$ cat src/rtl/dbw_pkg.sv
package dbw_pkg;
  typedef enum logic [2:0] {
    ST_IDLE,
    ST_LEAD,
    ST_SHIFT,
    ST_TRAIL,
    ST_GAP,
    ST_LOAD
  } dbw_state_e;
endpackage

$ cat src/rtl/dbw_tick_gen.sv
module dbw_tick_gen #(
  parameter int DIV_W = 8
) (
  input  logic             clk_i,
  input  logic             rst_ni,
  input  logic             en_i,
  input  logic             clr_i,
  input  logic [DIV_W-1:0] half_div_i,
  output logic             tick_o
);
  logic [DIV_W-1:0] cnt_q;

  assign tick_o = en_i && (cnt_q == half_div_i);

  always_ff @(posedge clk_i or negedge rst_ni) begin
    if (!rst_ni)               cnt_q <= '0;
    else if (clr_i || !en_i)   cnt_q <= '0;
    else if (tick_o)           cnt_q <= '0;
    else                       cnt_q <= cnt_q + 1'b1;
  end
endmodule

$ cat src/rtl/dbw_frame_pack.sv
module dbw_frame_pack #(
  parameter int CODE_W  = 14,
  parameter int BYTE_W  = 8,
  parameter int FRAME_W = 16
) (
  input  logic [FRAME_W-1:0] word_i,
  input  logic               lsb_first_i,
  output logic [FRAME_W-1:0] frame_o
);
  localparam int N_BYTES = FRAME_W / BYTE_W;
  localparam int PAD_W   = FRAME_W - CODE_W;

  logic [FRAME_W-1:0] rev;

  for (genvar b = 0; b < N_BYTES; b++) begin : g_byte
    for (genvar i = 0; i < BYTE_W; i++) begin : g_bit
      assign rev[b*BYTE_W + i] = word_i[b*BYTE_W + BYTE_W-1-i];
    end
  end

  // leading pad bits are discarded by the DAC; drive them low
  always_comb begin
    frame_o = lsb_first_i ? rev : word_i;
    frame_o[FRAME_W-1 -: PAD_W] = '0;
  end
endmodule

$ cat src/rtl/dbw_cs_decode.sv
module dbw_cs_decode #(
  parameter int N_DAC = 5,
  parameter int IDX_W = 3
) (
  input  logic [IDX_W-1:0] idx_i,
  output logic             idx_ok_o,
  output logic [N_DAC-1:0] cs_n_o
);
  assign idx_ok_o = (32'(idx_i) < N_DAC);

  for (genvar i = 0; i < N_DAC; i++) begin : g_cs
    assign cs_n_o[i] = !(32'(idx_i) == i);
  end
endmodule

$ cat src/rtl/dac_burst_writer.sv
module dac_burst_writer #(
  parameter int N_DAC   = 5,
  parameter int IDX_W   = $clog2(N_DAC),
  parameter int CODE_W  = 14,
  parameter int BYTE_W  = 8,
  parameter int FRAME_W = 16,
  parameter int DIV_W   = 8
) (
  input  logic               clk_i,
  input  logic               rst_ni,
  input  logic [DIV_W-1:0]   half_div_i,
  input  logic               req_valid_i,
  output logic               req_ready_o,
  input  logic [IDX_W-1:0]   req_idx_i,
  input  logic [FRAME_W-1:0] req_word_i,
  input  logic               req_lsb_first_i,
  input  logic               req_load_i,
  output logic               busy_o,
  output logic               err_o,
  output logic               sclk_o,
  output logic               sdo_o,
  output logic [N_DAC-1:0]   cs_no,
  output logic               ldac_no
);
  import dbw_pkg::*;

  localparam int BIT_W = $clog2(FRAME_W);
  localparam logic [BIT_W-1:0] LAST_BIT = BIT_W'(FRAME_W-1);

  dbw_state_e         state_q;
  logic               ph_q;
  logic [BIT_W-1:0]   bit_q;
  logic [FRAME_W-1:0] sr_q;
  logic               sclk_q, ldac_q, err_q, load_q;
  logic [N_DAC-1:0]   cs_q;

  logic               accept, tick, idx_ok;
  logic [FRAME_W-1:0] frame;
  logic [N_DAC-1:0]   dec_cs_n;

  assign accept = req_valid_i && (state_q == ST_IDLE);

  dbw_tick_gen #(.DIV_W(DIV_W)) u_tick (
    .clk_i      (clk_i),
    .rst_ni     (rst_ni),
    .en_i       (state_q != ST_IDLE),
    .clr_i      (accept),
    .half_div_i (half_div_i),
    .tick_o     (tick)
  );

  dbw_frame_pack #(.CODE_W(CODE_W), .BYTE_W(BYTE_W), .FRAME_W(FRAME_W)) u_pack (
    .word_i      (req_word_i),
    .lsb_first_i (req_lsb_first_i),
    .frame_o     (frame)
  );

  dbw_cs_decode #(.N_DAC(N_DAC), .IDX_W(IDX_W)) u_dec (
    .idx_i    (req_idx_i),
    .idx_ok_o (idx_ok),
    .cs_n_o   (dec_cs_n)
  );

  always_ff @(posedge clk_i or negedge rst_ni) begin
    if (!rst_ni) begin
      state_q <= ST_IDLE;
      ph_q    <= 1'b0;
      bit_q   <= '0;
      sr_q    <= '0;
      sclk_q  <= 1'b0;
      ldac_q  <= 1'b1;
      err_q   <= 1'b0;
      load_q  <= 1'b0;
      cs_q    <= '1;
    end else begin
      err_q <= 1'b0;
      unique case (state_q)
        ST_IDLE: if (accept) begin
          if (idx_ok) begin
            cs_q    <= dec_cs_n;
            sr_q    <= frame;
            load_q  <= req_load_i;
            ph_q    <= 1'b0;
            bit_q   <= '0;
            state_q <= ST_LEAD;
          end else begin
            err_q <= 1'b1;
          end
        end
        // one full sclk period of setup after cs falls
        ST_LEAD: if (tick) begin
          ph_q <= !ph_q;
          if (ph_q) state_q <= ST_SHIFT;
        end
        // data moves on falling edge, DAC samples on rising
        ST_SHIFT: if (tick) begin
          if (!sclk_q) begin
            sclk_q <= 1'b1;
          end else begin
            sclk_q <= 1'b0;
            if (bit_q == LAST_BIT) begin
              ph_q    <= 1'b0;
              state_q <= ST_TRAIL;
            end else begin
              sr_q  <= {sr_q[FRAME_W-2:0], 1'b0};
              bit_q <= bit_q + 1'b1;
            end
          end
        end
        ST_TRAIL: if (tick) begin
          ph_q <= !ph_q;
          if (ph_q) begin
            cs_q    <= '1;
            state_q <= load_q ? ST_GAP : ST_IDLE;
          end
        end
        ST_GAP: if (tick) begin
          ph_q <= !ph_q;
          if (ph_q) begin
            ldac_q  <= 1'b0;
            state_q <= ST_LOAD;
          end
        end
        ST_LOAD: if (tick) begin
          ph_q <= !ph_q;
          if (ph_q) begin
            ldac_q  <= 1'b1;
            state_q <= ST_IDLE;
          end
        end
        default: state_q <= ST_IDLE;
      endcase
    end
  end

  assign req_ready_o = (state_q == ST_IDLE);
  assign busy_o      = (state_q != ST_IDLE);
  assign err_o       = err_q;
  assign sclk_o      = sclk_q;
  assign sdo_o       = sr_q[FRAME_W-1];
  assign cs_no       = cs_q;
  assign ldac_no     = ldac_q;


  cs_onehot_chk: assert property (@(posedge clk_i) disable iff (!rst_ni)
    $onehot0(~cs_no));

  sdo_stable_chk: assert property (@(posedge clk_i) disable iff (!rst_ni)
    sclk_o |-> $stable(sdo_o));

  burst_clk_chk: assert property (@(posedge clk_i) disable iff (!rst_ni)
    (&cs_no) |-> !sclk_o);

  ldac_idle_cs_chk: assert property (@(posedge clk_i) disable iff (!rst_ni)
    !ldac_no |-> (&cs_no));

  err_pulse_chk: assert property (@(posedge clk_i) disable iff (!rst_ni)
    err_o |-> ((&cs_no) && !busy_o && !$past(busy_o)));

  ready_busy_chk: assert property (@(posedge clk_i) disable iff (!rst_ni)
    req_ready_o |-> !busy_o);

  cs_busy_chk: assert property (@(posedge clk_i) disable iff (!rst_ni)
    !(&cs_no) |-> busy_o);
endmodule

$ cat config.mk
export PLATFORM = sky130hd
export DESIGN_NAME = dac_burst_writer
export DESIGN_NICKNAME = d
export VERILOG_FILES = /design/src/rtl/dbw_pkg.sv /design/src/rtl/dbw_tick_gen.sv /design/src/rtl/dbw_frame_pack.sv /design/src/rtl/dbw_cs_decode.sv /design/src/rtl/dac_burst_writer.sv
export SDC_FILE = /design/constraint.sdc
export NUM_CORES = 1
export LEC_CHECK = 0
export ABC_AREA = 0
export CAP_MARGIN = 20
export CORE_MARGIN = 2
export CORE_UTILIZATION = 30
export CTS_BUF_LIST = sky130_fd_sc_hd__clkbuf_2 sky130_fd_sc_hd__clkbuf_4 sky130_fd_sc_hd__clkbuf_8
export CTS_CLUSTER_DIAMETER = 150
export DETAILED_ROUTE_END_ITERATION = 8
export DONT_BUFFER_PORTS = 1
export PLACE_DENSITY = 0.53
export RECOVER_POWER = 100
export SKIP_LAST_GASP = 1
export SLEW_MARGIN = 30
export SYNTH_ARGS = -nofsm -noshare
export SYNTH_HDL_FRONTEND = slang
export SYNTH_HIERARCHICAL = 1
export SYNTH_SLANG_ARGS = --single-unit
export TNS_END_PERCENT = 5
$ cat constraint.sdc
create_clock -name clk_i -period 5.9 [get_ports clk_i]
set_input_delay 1.18 -clock clk_i [delete_from_list [all_inputs] [get_ports clk_i]]
set_output_delay 1.18 -clock clk_i [all_outputs]
set_load 0.02 [all_outputs]
# Word-level counts from Yosys, hierarchy flattened
# Index checks and enable logic that the tools add are counted.
# word_totals
reg_bits	41
elab_cells	115
in_bits	32
# classes
n_lt_le_gt_ge	1
add_sub_neg	2
eq_ne	26
n_reduce_logical	25
muxes	51
# op_table
operator	n
16-bit two-way mux	5
3-bit two-way mux	14
16-bit case mux with 2 select lines	1
2-bit inequality test (second input constant)	12
4-bit two-way mux	5
5-bit two-way mux	4
3-bit case mux with 6 select lines	1
8-bit two-way mux	2
1-bit two-way mux	14
14-bit two-way mux	1
13-bit AND reduction	1
3-bit by 2-bit == test with 1-bit output (second input constant)	4
5-bit case mux with 2 select lines	1
5-bit AND reduction	2
3-bit == test (second input constant)	3
8-bit by 1-bit adder with 8-bit output (second input constant)	1
8-bit == test	1
4-bit case mux with 2 select lines	1
1-bit zero test	7
7-bit AND reduction	1
3-bit by 1-bit == test with 1-bit output (second input constant)	2
3-bit zero test	2
2-bit by 1-bit inequality test with 1-bit output (second input constant)	3
6-bit AND reduction	1
other kinds (12)	16

# Longest topological paths before layout
# depth
word_depth	5
mapped_depth	9
ltp_nobuf	7

# Cells and area by module
# Netlist, hierarchy kept.
# by_module_without_submodules
module	n_inst	cells_per_inst	area_per_inst_um2	seq_area_each_um2
dac_burst_writer	1	175	1660.3	833.3
dbw_tick_gen	1	48	528.0	200.2
dbw_frame_pack	1	18	187.7	0.0
dbw_cs_decode	1	6	45.0	0.0

# Least setup slack after synthesis
# OpenSTA, ideal clock, no wires.
# synth_timing
kind	in2reg
start	input half_div_i[1]
end	register sr_q[10]
n_path_buf	1
arrival_time_ns	2.951
path_slack_ns	2.825
setup_ns	0.125
stages	7
path_cell_list	xor2_1 -> nor4_4 -> and3_1 -> a21oi_1 -> nor2_2 -> buf_4 -> mux2_2
# synth_via
elab_chain_len	4
# synth_lines
element	line_no	text
from (decl)	dac_burst_writer.sv:11	input logic [DIV_W-1:0] half_div_i,
8-bit == test	dbw_tick_gen.sv:13	assign tick_o = en_i && (cnt_q == half_div_i);
1-bit logical AND	dbw_tick_gen.sv:13	
via tick	dac_burst_writer.sv:37	logic accept, tick, idx_ok;
2-bit inequality test (no line)	--	
6-bit AND reduction (no line)	--	
to (signal assigned)	dac_burst_writer.sv:81	sr_q <= frame;
to (signal assigned)	dac_burst_writer.sv:105	sr_q <= {sr_q[FRAME_W-2:0], 1'b0};
to (decl)	dac_burst_writer.sv:33	logic [FRAME_W-1:0] sr_q;
# The timed path passes the listed nets, and every way through them passes these cells.
# A chain may end at the register's enable or synchronous reset.

# Final worst setup path
# layout_timing
start	input half_div_i[5]
end	register sr_q[12]
# Same word-level chain as after synthesis.

==> flow_metrics.env <==
export IMPL_synth_cells=247
export IMPL_syn_avg_cell_area_sq_um=9.80
export IMPL_worst_slew_pin_slew_ns=1.39
export IMPL_cts_inserted_buffers=5
export IMPL_core_sq_um=7770
export IMPL_p_leak_nw=1.12
export IMPL_cts_setup_buffers=0
export IMPL_yosys_area_share_simple_pct=22.0
export IMPL_fin_crit_ns=4.46
export IMPL_rsz0062_at_grt="false"
export IMPL_critPathLaunchType="input port"
export IMPL_via_per_inst=4.93
export IMPL_critPathCaptureType="flop"
export IMPL_antenna_found_initial=0
export IMPL_hold_viol=0
export IMPL_clkSlewWorstSetupHoldPaths_ns=0.08
export IMPL_required_ns=6.07
export IMPL_clock_latency_ns=0.29
export IMPL_synth_cell_type_count=44
export IMPL_skew_ns=0.00955
export IMPL_wire_per_inst_um=13.1
export IMPL_crit_family="simple AND/OR/NAND/NOR gates"
export IMPL_relSlewSlack_pct=6.72
export IMPL_syn_to_final_growth_pct=4.81
export IMPL_cts_resized_gates=0
export IMPL_grtUsageTotal_pct=11.4
export IMPL_grt_pass1_vias=1731
export IMPL_drcViolationCount=0
export IMPL_synth_seq_cells=41
export IMPL_hpwl_mm=3.19
export IMPL_drt_pre_antenna_iters=4
export IMPL_synth_fa_ha_area_share_pct=1.03
export IMPL_max_freq_ghz=0.224
export IMPL_synth_top_area_cell="dfrtp_1"
export IMPL_routed_via_count=1696
export IMPL_status="complete, no violations"
export IMPL_grtUsageMet3_pct=3.85
export IMPL_final_common_cell="nand2_1"
export IMPL_gr_usage_met2_pct=18.3
export IMPL_slew_violations=0
export IMPL_cts_sinks=41
export IMPL_ys_top_cells_by_area="dfrtp_1 (36%), mux2_2 (15%), nand2_1 (8.8%)"
export IMPL_min_period_over_period_pct=75.6
export IMPL_mostFrequentLayoutCells="nand2_1 (57), dfrtp_1 (35), mux2_2 (32), o21ai_0 (14), nor2_1 (11)"
export IMPL_synth_mux_area_share_pct=15.3
export IMPL_setup_tns_ns=0
export IMPL_grt_max_degree=42
export IMPL_grt_busiest_layer="met2"
export IMPL_multiInputGateArea_sq_um=1260
export IMPL_ioPinCount=43
export IMPL_diodes=0
export IMPL_ctsHtreeMaxLevel=2
export IMPL_synth_seq_area_share_pct=42.7
export IMPL_synth_top_family_by_area="simple AND/OR/NAND/NOR gates"
export IMPL_fillers=831
export IMPL_die_y_um=93.8
export IMPL_fp_dieArea_sq_um=8810
export IMPL_worstPathMaxFanout=17
export IMPL_seq_area_sq_um=1030
export IMPL_port_buffers=0
export IMPL_grt_use_met1_pct=13.9
export IMPL_final_setup_viol_count=0
export IMPL_clock_tree_root_cell="clkbuf_8"
export IMPL_setup_worst_path_class="input port to flop"
export IMPL_syn_area_sq_um=2420
export IMPL_ant_nets=0
export IMPL_routabilityCongestion=0.701
export IMPL_slowest_delay_ns=1.09
export IMPL_drt_total_wl_mm=4.51
export IMPL_crit_buf_inv=0
export IMPL_synth_compound_area_share_pct=9.15
export IMPL_yosysTopAreaCellShare_pct=36.2
export IMPL_drive_gt1_share_pct=18.2
export IMPL_start_util_pct=31.2
export IMPL_drt_iter0_drc=42
export IMPL_powerDensity_nw_per_um2=276
export IMPL_dieWidth_um=93.8
export IMPL_cts_hold_buf=0
export IMPL_hold_class="flop to flop"
export IMPL_arrival_ns=4.63
export IMPL_finalNetCount=275
export IMPL_num_rows=32
export IMPL_synth_xor_area_share_pct=5.01
export IMPL_cts_path_max_buffers=2
export IMPL_grt_overflow_total=0
export IMPL_path_cells="xor2_1 > nor4_1 > and3_1 > a21oi_1 > nor2_1 > mux2_2"
export IMPL_grt_pass1_wl_mm=7.89
export IMPL_yosys_warnings=6
export IMPL_cts_tree="yes"
export IMPL_max_cap_viol_count=0
export IMPL_utilization_pct=32.7
export IMPL_cp_slowest_cell="nor2_1"
export IMPL_peakVddDrop_mv=0.0860
through the flow:
stage / area [sq um] / power [mW] / worst slack, ns / hold slack, ns / cells
2_1_floorplan: 2420 / 0.498 / 2.82 / 0.469 / 248
3_3_place_gp: 2460 / 0.516 / 2.09 / 0.486 / 336
3_5_place_dp: 2460 / 0.519 / 2.06 / 0.490 / 336
4_1_cts: 2560 / 0.722 / 2.37 / 0.508 / 344
5_1_grt: 2540 / 0.750 / 1.14 / 0.532 / 344
6_report: 2540 / 0.700 / 1.44 / 0.504 / 344
metal layers:
metal / wire length [um] / vias up
met2: 2140 / 29
met1: 2010 / 807
met4: 84 / 0
met3: 286 / 6
li1: - / 854
met5: 0 / -
cells by family after synthesis:
logic type	Yosys count
AO/OA/AOI/OAI	33
XOR/XNOR	13
adder cells (fa/ha/maj)	2
buffers and inverters	19
flip-flops	41
multiplexers	33
other	1
AND/OR/NAND/NOR	105
worst paths after layout:
kind / from / endpoint / slack, ns / cells after the start
setup / recovery: half_div_i[5] / sr_q[12] / 1.44 / 6
hold / removal: load_q / state_q[2] / 0.50 / 1
setup reg to reg: u_tick/cnt_q[0] / sr_q[12] / 1.82 / 6
hold reg to reg: load_q / state_q[2] / 0.50 / 1
max in group asynchronous: rst_ni / cs_no[2] / 5.14 / 0
min in group asynchronous: rst_ni / sr_q[2] / 0.57 / 0
where the power goes:
group	internal, mW	total, mW	switching (mW)
combinational	0.0690	0.142	0.0730
sequential	0.312	0.360	0.0477
clock	0.105	0.198	0.0933
synthesized netlist by cell type (all sizes together):
master and number:
a211oi 5, a21oi 3, a221oi 3, a22o 1, a41oi 2, and2 2, and3 2, and3b 1
and4 1, buf 12, clkbuf 2, conb 1, dfrtp 35, dfstp 6, ha 2, inv 5
mux2 32, mux2i 1, nand2 57, nand2b 1, nand3 9, nand3b 2, nand4 2, nor2 11
nor2b 2, nor3 2, nor3b 1, nor4 2, o211ai 1, o21ai 15, o31ai 2, o41ai 1
or3 4, or3b 4, or4 2, xnor2 3, xor2 10
sequential cells by signal, indices dropped and copies added (netlist names):
signal	count
bit_q	4
cs_no	5
err_o	1
ldac_no	1
load_q	1
ph_q	1
sclk_o	1
sr_q	16
state_q	3
u_tick/cnt_q	8
area by class of cell:
type                    instances  area share (%)
flip-flops and latches         41            40.7
well taps                     102            5.03
clock buffers                   8            3.85
multi-input cells             188            49.7
inverters                       5           0.740
Note: power is estimated with default switching activity, not from simulation.
